$ cat src/rtl/adc_seq_host.sv
module adc_seq_host #(
  parameter int DIVW  = 8,
  parameter int DW    = 12,
  parameter int SLOTS = 16,
  parameter int CBITS = 8,
  parameter int ADDR_BIT = 3
) (
  input  logic            clk,
  input  logic            rst_n,
  input  logic            start,
  input  logic            stop,
  input  logic            cfg_cont,
  input  logic            cfg_alt,
  input  logic            cfg_ch,
  input  logic [DIVW-1:0] div_half,
  output logic            sclk,
  output logic            cs_n,
  output logic            din,
  input  logic            dout,
  output logic            busy,
  output logic            smp_valid,
  output logic [DW-1:0]   smp_data,
  output logic            smp_ch
);
  localparam int EW = $clog2(SLOTS + 1);
  localparam logic [EW-1:0] FIRST_DATA = EW'(SLOTS - DW);
  localparam logic [EW-1:0] LAST_EDGE  = EW'(SLOTS);

  typedef enum logic [1:0] {S_IDLE, S_RUN, S_TAIL} st_t;

  st_t             st_q;
  logic [DIVW-1:0] cnt_q, half_q;
  logic [EW-1:0]   edge_q;
  logic [CBITS-1:0] ctl_q;
  logic [DW-1:0]   sh_q;
  logic            cont_q, alt_q, fix_q, stop_q;
  logic            cur_ch_q, pend_ch_q;

  function automatic logic [CBITS-1:0] mk_ctl(input logic ch);
    logic [CBITS-1:0] b;
    b = '0;
    b[ADDR_BIT] = ch;
    return b;
  endfunction

  wire [DIVW-1:0] half_eff = (div_half < DIVW'(2)) ? DIVW'(2) : div_half;
  wire tick   = (cnt_q == half_q - DIVW'(1));
  wire run    = (st_q == S_RUN);
  wire rise   = run && !sclk && tick;
  wire fall   = run && sclk && tick;
  wire last   = (edge_q == LAST_EDGE);
  wire close  = !cont_q || stop_q || stop;
  wire na_go  = cfg_alt ? ~cur_ch_q : cfg_ch;
  wire na_run = alt_q ? ~cur_ch_q : fix_q;

  assign din  = ctl_q[CBITS-1];
  assign busy = (st_q != S_IDLE);

  always_ff @(posedge clk or negedge rst_n) begin
    if (!rst_n) begin
      st_q <= S_IDLE;
      cnt_q <= '0;
      half_q <= DIVW'(2);
      edge_q <= '0;
      ctl_q <= '0;
      sh_q <= '0;
      cont_q <= 1'b0;
      alt_q <= 1'b0;
      fix_q <= 1'b0;
      stop_q <= 1'b0;
      cur_ch_q <= 1'b0;
      pend_ch_q <= 1'b0;
      sclk <= 1'b0;
      cs_n <= 1'b1;
      smp_valid <= 1'b0;
      smp_data <= '0;
      smp_ch <= 1'b0;
    end else begin
      smp_valid <= 1'b0;
      case (st_q)
        S_IDLE: begin
          if (start) begin
            st_q <= S_RUN;
            cs_n <= 1'b0;
            sclk <= 1'b0;
            cnt_q <= '0;
            edge_q <= '0;
            half_q <= half_eff;
            cont_q <= cfg_cont;
            alt_q <= cfg_alt;
            fix_q <= cfg_ch;
            stop_q <= 1'b0;
            ctl_q <= mk_ctl(na_go);
            pend_ch_q <= na_go;
          end
        end
        S_RUN: begin
          cnt_q <= tick ? '0 : cnt_q + DIVW'(1);
          if (stop) stop_q <= 1'b1;
          if (rise) begin
            sclk <= 1'b1;
            edge_q <= edge_q + EW'(1);
            if (edge_q >= FIRST_DATA) sh_q <= {sh_q[DW-2:0], dout};
            if (edge_q == LAST_EDGE - EW'(1)) begin
              smp_valid <= 1'b1;
              smp_data <= {sh_q[DW-2:0], dout};
              smp_ch <= cur_ch_q;
              cur_ch_q <= pend_ch_q;
            end
          end
          if (fall) begin
            sclk <= 1'b0;
            if (last) begin
              if (close) begin
                st_q <= S_TAIL;
                ctl_q <= '0;
              end else begin
                edge_q <= '0;
                ctl_q <= mk_ctl(na_run);
                pend_ch_q <= na_run;
              end
            end else begin
              ctl_q <= {ctl_q[CBITS-2:0], 1'b0};
            end
          end
        end
        S_TAIL: begin
          cnt_q <= tick ? '0 : cnt_q + DIVW'(1);
          if (tick) begin
            st_q <= S_IDLE;
            cs_n <= 1'b1;
            edge_q <= '0;
            stop_q <= 1'b0;
          end
        end
        default: st_q <= S_IDLE;
      endcase
    end
  end

  p_park_low_r3: assert property (@(posedge clk) disable iff (!rst_n)
    cs_n |-> !sclk);
  p_lead_low_r3: assert property (@(posedge clk) disable iff (!rst_n)
    $fell(cs_n) |-> !sclk);
  p_whole_frame_r3: assert property (@(posedge clk) disable iff (!rst_n)
    $rose(cs_n) |-> $past(edge_q) == LAST_EDGE);
  p_min_high_r2: assert property (@(posedge clk) disable iff (!rst_n)
    $fell(sclk) |-> $past(sclk, 2));
  p_min_low_r2: assert property (@(posedge clk) disable iff (!rst_n)
    $rose(sclk) |-> !$past(sclk, 2));
  p_add1_clear_r4: assert property (@(posedge clk) disable iff (!rst_n)
    (rise && edge_q == EW'(3)) |-> !din);
  p_din_stable_r4: assert property (@(posedge clk) disable iff (!rst_n)
    (sclk && $past(sclk)) |-> $stable(din));
  p_valid_pulse_r11: assert property (@(posedge clk) disable iff (!rst_n)
    smp_valid |=> !smp_valid);
  p_valid_in_frame_r11: assert property (@(posedge clk) disable iff (!rst_n)
    smp_valid |-> (sclk && !cs_n));
endmodule

$ cat config.mk
export PLATFORM = sky130hd
export DESIGN_NAME = adc_seq_host
export DESIGN_NICKNAME = d
export VERILOG_FILES = /design/src/rtl/adc_seq_host.sv
export SDC_FILE = /design/constraint.sdc
export NUM_CORES = 1
export LEC_CHECK = 0
export CELL_PAD_IN_SITES_DETAIL_PLACEMENT = 0
export CELL_PAD_IN_SITES_GLOBAL_PLACEMENT = 1
export CORE_AREA = 2 2 106 108
export CTS_CLUSTER_DIAMETER = 120
export CTS_CLUSTER_SIZE = 14
export DETAILED_ROUTE_END_ITERATION = 8
export DIE_AREA = 0 0 108 110
export PLACE_DENSITY_LB_ADDON = 0.1
export SYNTH_ARGS = -nofsm -noshare
export SYNTH_HDL_FRONTEND = slang
export SYNTH_SLANG_ARGS = --single-unit
$ cat constraint.sdc
create_clock -name clk -period 3 [get_ports clk]
set_clock_uncertainty 0.2 [all_clocks]
set_input_delay 0.45 -clock clk [delete_from_list [all_inputs] [get_ports clk]]
set_output_delay 0.45 -clock clk [all_outputs]
set_load 0.01 [all_outputs]
## Word level (Yosys, flattened, before mapping)

Index checks and enable logic that the tools add are counted.

| storage, ports and cells | value |
|---|---|
| register bits after elaboration | 64 |
| input port bits | 16 |
| word-level logic and storage cells | 103 |
| output and inout bits | 18 |

| cells by class | value |
|---|---|
| muxes and demuxes | 41 |
| magnitude comparators | 2 |
| reductions and logical operators | 26 |
| bitwise operators | 1 |
| equal/unequal tests | 13 |
| add/sub/neg operators | 3 |

Operators by type and width:

| kind | count |
|---|---|
| 2-to-1 mux 8 bit | 6 |
| case mux 8 bit (2 select lines) | 2 |
| 2-to-1 mux 5 bit | 6 |
| AND reduction 3 bit | 6 |
| 2-to-1 mux 1 bit | 15 |
| case mux 5 bit (3 select lines) | 1 |
| 2-to-1 mux 2 bit | 5 |
| AND reduction 5 bit | 2 |
| adder 8 x 1 -> 8 bit, second input constant | 1 |
| equality test 8 bit | 1 |
| < comparator 8 x 2 -> 1 bit, second input constant | 1 |
| inequality test 2 bit, second input constant | 4 |
| nonzero test 2 bit | 4 |
| subtractor 8 x 1 -> 8 bit, second input constant | 1 |
| inequality test 2 x 1 -> 1 bit, second input constant | 3 |
| case mux 1 bit (2 select lines) | 3 |
| case mux 2 bit (3 select lines) | 1 |
| adder 5 x 1 -> 5 bit, second input constant | 1 |
| equality test 5 x 4 -> 1 bit, second input constant | 1 |
| equality test 5 bit, second input constant | 1 |
| greater-or-equal comparator 5 x 3 -> 1 bit, second input constant | 1 |
| logical AND 1 bit | 4 |
| 2-to-1 mux 4 bit | 1 |
| AND reduction 2 bit | 2 |
| other kinds (11) | 13 |

## Logic depth before layout (Yosys ltp)

Gate-level depths: netlist (run 1).

| logic depth | value |
|---|---|
| depth after elaboration | 8 |
| depth in mapped cells | 10 |

## Worst setup path after synthesis (run 1)

Ideal clock, no wire load.

| path | value |
|---|---|
| path type | reg-to-reg |
| start | register half_q[0] |
| end | register st_q[0] |
| data required time | 2.672 ns |
| arrival | 2.275 ns |
| buffers on the path | 0 |
| cell stages (with the launch flop) | 10 |
| slack | 0.398 ns |
| cells stage by stage | dfrtp_1 -> inv_1 -> ha_1 -> nor3b_1 -> nand2_1 -> xnor2_1 -> a211oi_4 -> nand2_1 -> a221oi_1 -> mux2_1 |

| between the ends | value |
|---|---|
| cells in the longest elaborated chain, start to end | 5 |

RTL lines:

| what | RTL line | text |
|---|---|---|
| from (decl) | 32 | `logic [DIVW-1:0] cnt_q, half_q;` |
| from (signal assigned) | 88 | `half_q <= half_eff;` |
| subtractor 8 x 1 -> 8 bit * | 47 | `wire tick = (cnt_q == half_q - DIVW'(1));` |
| equality test 8 bit * | 47 |  |
| logical AND 1 bit | 50 | `wire fall = run && sclk && tick;` |
| inequality test 2 x 1 -> 1 bit (no source line) | - |  |
| AND reduction 5 bit (no source line) * | - |  |
| to (signal assigned) | 61 | `st_q <= S_IDLE;` |
| to (signal assigned) | 83 | `st_q <= S_RUN;` |
| to (signal assigned) | 115 | `st_q <= S_TAIL;` |
| to (decl) | 31 | `st_t st_q;` |

Mark *: on every way between the ends. The rest lies on a longest branch, timed or not.
A chain may end at the register's enable or synchronous reset.

## Worst setup path in the final report (run 1)

| path | value |
|---|---|
| start | register half_q[1] |
| end | register st_q[0] |

The elaborated chain is that of the path after synthesis.

==> reports/results.tsv, run 1 <==
metric	value	unit
Worst EP required	3020	ps
initial antenna violation count	0	
Synth Warn #	0	
final worst slack	128	ps
delay-heaviest family, CP	compound AO/OA/AOI/OAI gates	
worst hold margin	296	ps
largest net degree at the start of global routing	37	
htree depth	3	
Slew @ Worst Pin	621	ps
TritonCTS clock tree	yes	
ranking of synthesized cells by area	dfrtp_1 47%, mux2_4 9.0%, mux2_2 6.0%	
crit path kind	reg -> reg	
row cnt	38	
grt total ovfl	0	
total CTS buffers	9	
DRT Pass-1 Iters	4	
fin crit share	95.7	%
Post-DP HPWL	4.80	mm
Tmin final	2870	ps
most common cell after layout, fill and taps aside	dfrtp_1	
Area Growth Syn to Fin	24.7	%
max frequency	0.348	GHz
grt met3 use	2.65	%
max-slew violations	0	
CP bufs+invs	1	
final wirelength	6.90	mm
Core ar.	10700	sq um
placed cell areas	3680	sq um
1st-iter DRT viols	105	
design area	3960	sq um
Die X	108	um
GRT Max-Usage Layer	met1	
Reg clk slew, reported paths	80	ps
vias in the first global route	2148	
Worst path slowest cell	dfstp_2	
critical path data arrival time	2900	ps
Final Hold Fails	0	
global-route wire length before repair	11.5	mm
Peak supply drop	0.285	mV
Routed WL per cell	14.8	um
Util after Layout	37.0	%
IO buf count	33	
Design Power	3.01	mW
area leader, netlist	dfrtp_1	
FF+latch count, synth	61	
Slew headroom	58.2	%
clock latency on the worst-skew pair	350	ps
# clock sinks	61	
syn nets	300	
share of the synthesized area in the top cell type	46.6	%
via-per-instance ratio	4.80	
Avg Inst Size Synth	11.6	sq um
Max Cap Viol	0	
outcome	complete, no violations	
DR DRC count	0	
Lkg Pwr	1.80	nW
die footprint	11900	sq um
Worst path max stage delay	540	ps
sequential area share after synthesis	48.2	%
most frequent cells in the layout	59 x dfrtp_1, 32 x clkdlybuf4s50_1, 19 x nand2_1, 19 x mux2_4, 17 x mux2_2	
setup TNS	0	ps
Finish-stage setup viols	0	
Gate Count Post-Synth	274	
I/O pins	34	
fin cells	466	
RSZ-0062 raised after global routing	false	
Syn Std Cell Area	3170	sq um
P per Cell Area	761	nW/um^2
crit end category	flip-flop	
clk root buf	clkbuf_8	
nets	347	
worst hold path class	reg -> reg	
share of cells above drive strength 1	22.7	%
placed instance count	446	
GP Congestion	0.752	
routed via count	2235	
CP max FO	7	
met2 global-route usage	18.2	%
CP cell instances	inv_1, ha_1, xor2_1, nand3_1, a211oi_4, nand2_1, a221oi_2, mux2_1	
synth unique cells	53	
DRT antenna net count	0	
met1 Use GR	18.3	%
number of diodes	0	
Bufs on Longest Clock Path	2	
initial core utilization	29.6	%
Total GRT Usage	12.7	%
Die Ht	110	um
CP Launch Type	flip-flop	
dpl ws	106	ps
final cells by class:
cell class,count,area (sq um)
inverter,15,56.3
multi-input combinational,189,1540
clock inverter,7,98.8
fill,1058,6740
sequential,61,1530
tap,140,175
clock buffer,9,124
timing repair buffer,45,434
power breakdown:
group          internal [mW]  switching (mW)  total (mW)
Sequential             0.985           0.174        1.16
Clock                  0.472           0.371       0.843
Combinational          0.457           0.552        1.01
Total                   1.91            1.10        3.01
timing repair:
item	CTS	global route
setup endpoints to repair	0	38
resized for setup	0	3
buffers inserted	0	3
endpoints found under the hold margin	25	0
hold buffers	1	0
per-layer routing:
metal | share of wire (%) | wire length [um]
met1 | 51 | 3530
met2 | 42 | 2930
met3 | 4.4 | 302
met4 | 1.9 | 132
met5 | 0 | 0
worst min-delay path, delay by kind of cell, from the launching register on:
family           cells  cell delay (ps)
flip-flops           1              340
AO/OA/AOI/OAI        1               70
AND/OR/NAND/NOR      1               50
state kept, by name, indices dropped and copies added (netlist names), 2 cells and up:
register,flops
cnt_q,8
ctl_q,5
sh_q,11
edge_q,5
half_q,8
smp_data,12
st_q,2
logic make-up (layout without fill, tap and decap cells):
logic type,Yosys count,in the layout,synth area share [%]
simple gates,73,73,12.4
flops,61,61,48.2
compound gates,54,54,12.1
mux,41,41,16.7
buf+inv,24,76,3.63
xor+xnor,11,11,3.04
fa+ha+maj,10,10,3.95
synth_stat cells (all sizes together):
cell type	instances
inv	15
dfstp	2
nand4	3
and2	2
o21ai	9
and4b	1
nand3b	2
mux2	37
mux2i	4
nor4	1
a21o	2
clkbuf	3
nor3b	2
nand3	18
ha	10
nor4b	1
nand2b	5
a311o	1
a221oi	1
dfrtp	59
or4	2
xor2	6
o32a	1
a31oi	4
a22o	3
nand2	19
o31ai	3
or3	1
and3	2
o221ai	2
a41oi	1
xnor2	5
a22oi	1
a21oi	16
nor2	10
a211oi	2
nor3	3
buf	6
a21boi	2
o311ai	5
nand4b	1
o21a	1
final timing paths:
check	from	end	slack, ps	depth (start not counted)
setup / recovery	half_q[1]	st_q[0]	130	8
hold / removal	fix_q	fix_q	300	2
setup reg to reg	half_q[1]	st_q[0]	130	8
hold reg to reg	fix_q	fix_q	300	2
max in group asynchronous	rst_n	cs_n	1460	3
min in group asynchronous	rst_n	smp_data[6]	440	2
Note: power is estimated with default switching activity, not from simulation.
==> run 2: changes to the inputs <==
--- a/config.mk
+++ b/config.mk
@@ -5,6 +5,7 @@
 export SDC_FILE = /design/constraint.sdc
 export NUM_CORES = 1
 export LEC_CHECK = 0
+export ABC_CLOCK_PERIOD_IN_PS = 3000
 export CELL_PAD_IN_SITES_DETAIL_PLACEMENT = 0
 export CELL_PAD_IN_SITES_GLOBAL_PLACEMENT = 1
 export CORE_AREA = 2 2 106 108
@@ -12,7 +13,7 @@
 export CTS_CLUSTER_SIZE = 14
 export DETAILED_ROUTE_END_ITERATION = 8
 export DIE_AREA = 0 0 108 110
-export PLACE_DENSITY_LB_ADDON = 0.1
+export PLACE_DENSITY = 0.54
 export SYNTH_ARGS = -nofsm -noshare
 export SYNTH_HDL_FRONTEND = slang
 export SYNTH_SLANG_ARGS = --single-unit
==> run 2 against run 1 <==
Total power decreased by 4.7%. Core utilization decreased by 0.46 points. Die area unchanged. Sequential power about the same. Flip-flop and latch count unchanged. Clock power decreased by 14%. Critical path type unchanged. Largest power group unchanged.
==> reports/results.tsv, run 2 (synthesized netlist as in run 1, its figures left out) <==
metric	value	unit
crit end category	flip-flop	
Core ar.	10700	sq um
Util after Layout	36.5	%
hold depth	2	
Slew @ Worst Pin	639	ps
number of diodes	0	
outcome	complete, no violations	
max frequency	0.359	GHz
CP Launch Type	flip-flop	
Biggest register	smp_data	
Total GRT Usage	12.6	%
placed cell areas	3680	sq um
fin crit share	92.9	%
Area Growth Syn to Fin	23.2	%
worst hold margin	291	ps
initial antenna violation count	0	
grt total ovfl	0	
Lkg Pwr	1.77	nW
total CTS buffers	9	
Die X	108	um
P per Cell Area	734	nW/um^2
share of cells above drive strength 1	21.5	%
max reg flops	12	
via-per-instance ratio	4.77	
Largest regs	smp_data (12), sh_q (11)	
final wirelength	6.60	mm
setup TNS	0	ps
Finish-stage setup viols	0	
max-slew violations	0	
die footprint	11900	sq um
global-route wire length before repair	11.4	mm
# clock sinks	61	
clock latency on the worst-skew pair	340	ps
row cnt	38	
R2R cell count	9	
crit path kind	reg -> reg	
htree depth	3	
largest net degree at the start of global routing	37	
design area	3910	sq um
vias in the first global route	2244	
most common cell after layout, fill and taps aside	dfrtp_1	
DRT Pass-1 Iters	4	
Worst EP required	3010	ps
nets	346	
I/O pins	34	
initial core utilization	29.6	%
Peak supply drop	0.318	mV
Bufs on Longest Clock Path	2	
GP Congestion	0.801	
RSZ-0062 raised after global routing	false	
Routed WL per cell	14.2	um
1st-iter DRT viols	76	
routed via count	2219	
Slew headroom	57.0	%
IO buf count	33	
Max Cap Viol	0	
DRT antenna net count	0	
Die Ht	110	um
clk root buf	clkbuf_8	
Post-DP HPWL	4.77	mm
CP max FO	11	
Reg clk slew, reported paths	70	ps
DR DRC count	0	
Tmin final	2790	ps
TritonCTS clock tree	yes	
most frequent cells in the layout	59 x dfrtp_1, 32 x clkdlybuf4s50_1, 19 x nand2_1, 19 x mux2_4, 17 x mux2_2	
worst hold path class	reg -> reg	
critical path data arrival time	2800	ps
Final Hold Fails	0	
[run 2: cell count changes in the layout (fill, tap and decap cells not counted), sizes merged]
cell    change
inv         -1
clkinv      -1
bufinv      -1
clkbuf      +3
buf         -1
[run 2: final timing paths]
path	start	slack, ps	end
setup / recovery	half_q[1]	210	sh_q[4]
min in group asynchronous	rst_n	440	smp_valid
hold reg to reg	fix_q	290	fix_q
max in group asynchronous	rst_n	1480	cs_n
hold / removal	fix_q	290	fix_q
setup reg to reg	half_q[1]	210	sh_q[4]
[run 2: where the power goes]
group          switching, mW  internal, mW  leakage [nW]
Clock                  0.324         0.404        0.0964
Sequential             0.171         0.986         0.801
Combinational          0.541         0.442         0.876
[run 2: metal layers]
layer | part of all wire, % | wire length (um) | global-route usage, % | up-vias
li1 | - | - | - | 1091
met1 | 51 | 3360 | 16.8 | 1076
met2 | 43 | 2870 | 19.0 | 42
met3 | 3.8 | 252 | 3.00 | 10
met4 | 1.9 | 125 | 6.59 | 0
met5 | 0 | 0 | 0 | -
[run 2: timing repair]
action                                 CTS  global route
endpoints found under the hold margin   25             0
hold buffers                             1             0
setup endpoints to repair                0            32
buffers inserted                         0             2
gates resized for setup                  0             1
[run 2: through the flow]
| stage | setup slack (ps) | instances | power (mW) |
|---|---|---|---|
| 5_1_grt | 17.0 | 465 | 3.10 |
| 3_5_place_dp | 153 | 446 | 2.16 |
| 2_1_floorplan | 398 | 274 | 1.85 |
| 3_3_place_gp | 217 | 446 | 2.15 |
| 4_1_cts | 138 | 463 | 2.92 |
| 6_report | 213 | 465 | 2.87 |
[run 2: layout make-up]
type / count / area, sq um
clock buffer: 12 / 145
clock inverter: 4 / 47.5
sequential: 61 / 1530
timing repair buffer: 44 / 423
multi-input combinational: 189 / 1530
fill: 1117 / 6790
inverter: 15 / 56.3
tap: 140 / 175
[run 2: worst max-delay path, stage by stage (launching register included)]
cell	delay, ps
dfstp_2	540
inv_1	60
ha_1	290
xor2_1	160
nand3_1	150
a211oi_4	380
and2_4	240
o311ai_2	100
buf_4	230
mux2_4	300
==> run 3: changes to the inputs <==
--- a/config.mk
+++ b/config.mk
@@ -5,7 +5,6 @@
 export SDC_FILE = /design/constraint.sdc
 export NUM_CORES = 1
 export LEC_CHECK = 0
-export ABC_CLOCK_PERIOD_IN_PS = 3000
 export CELL_PAD_IN_SITES_DETAIL_PLACEMENT = 0
 export CELL_PAD_IN_SITES_GLOBAL_PLACEMENT = 1
 export CORE_AREA = 2 2 106 108
==> results of run 3 <==
Final layout, timing and power as in run 2 (identical DEF).
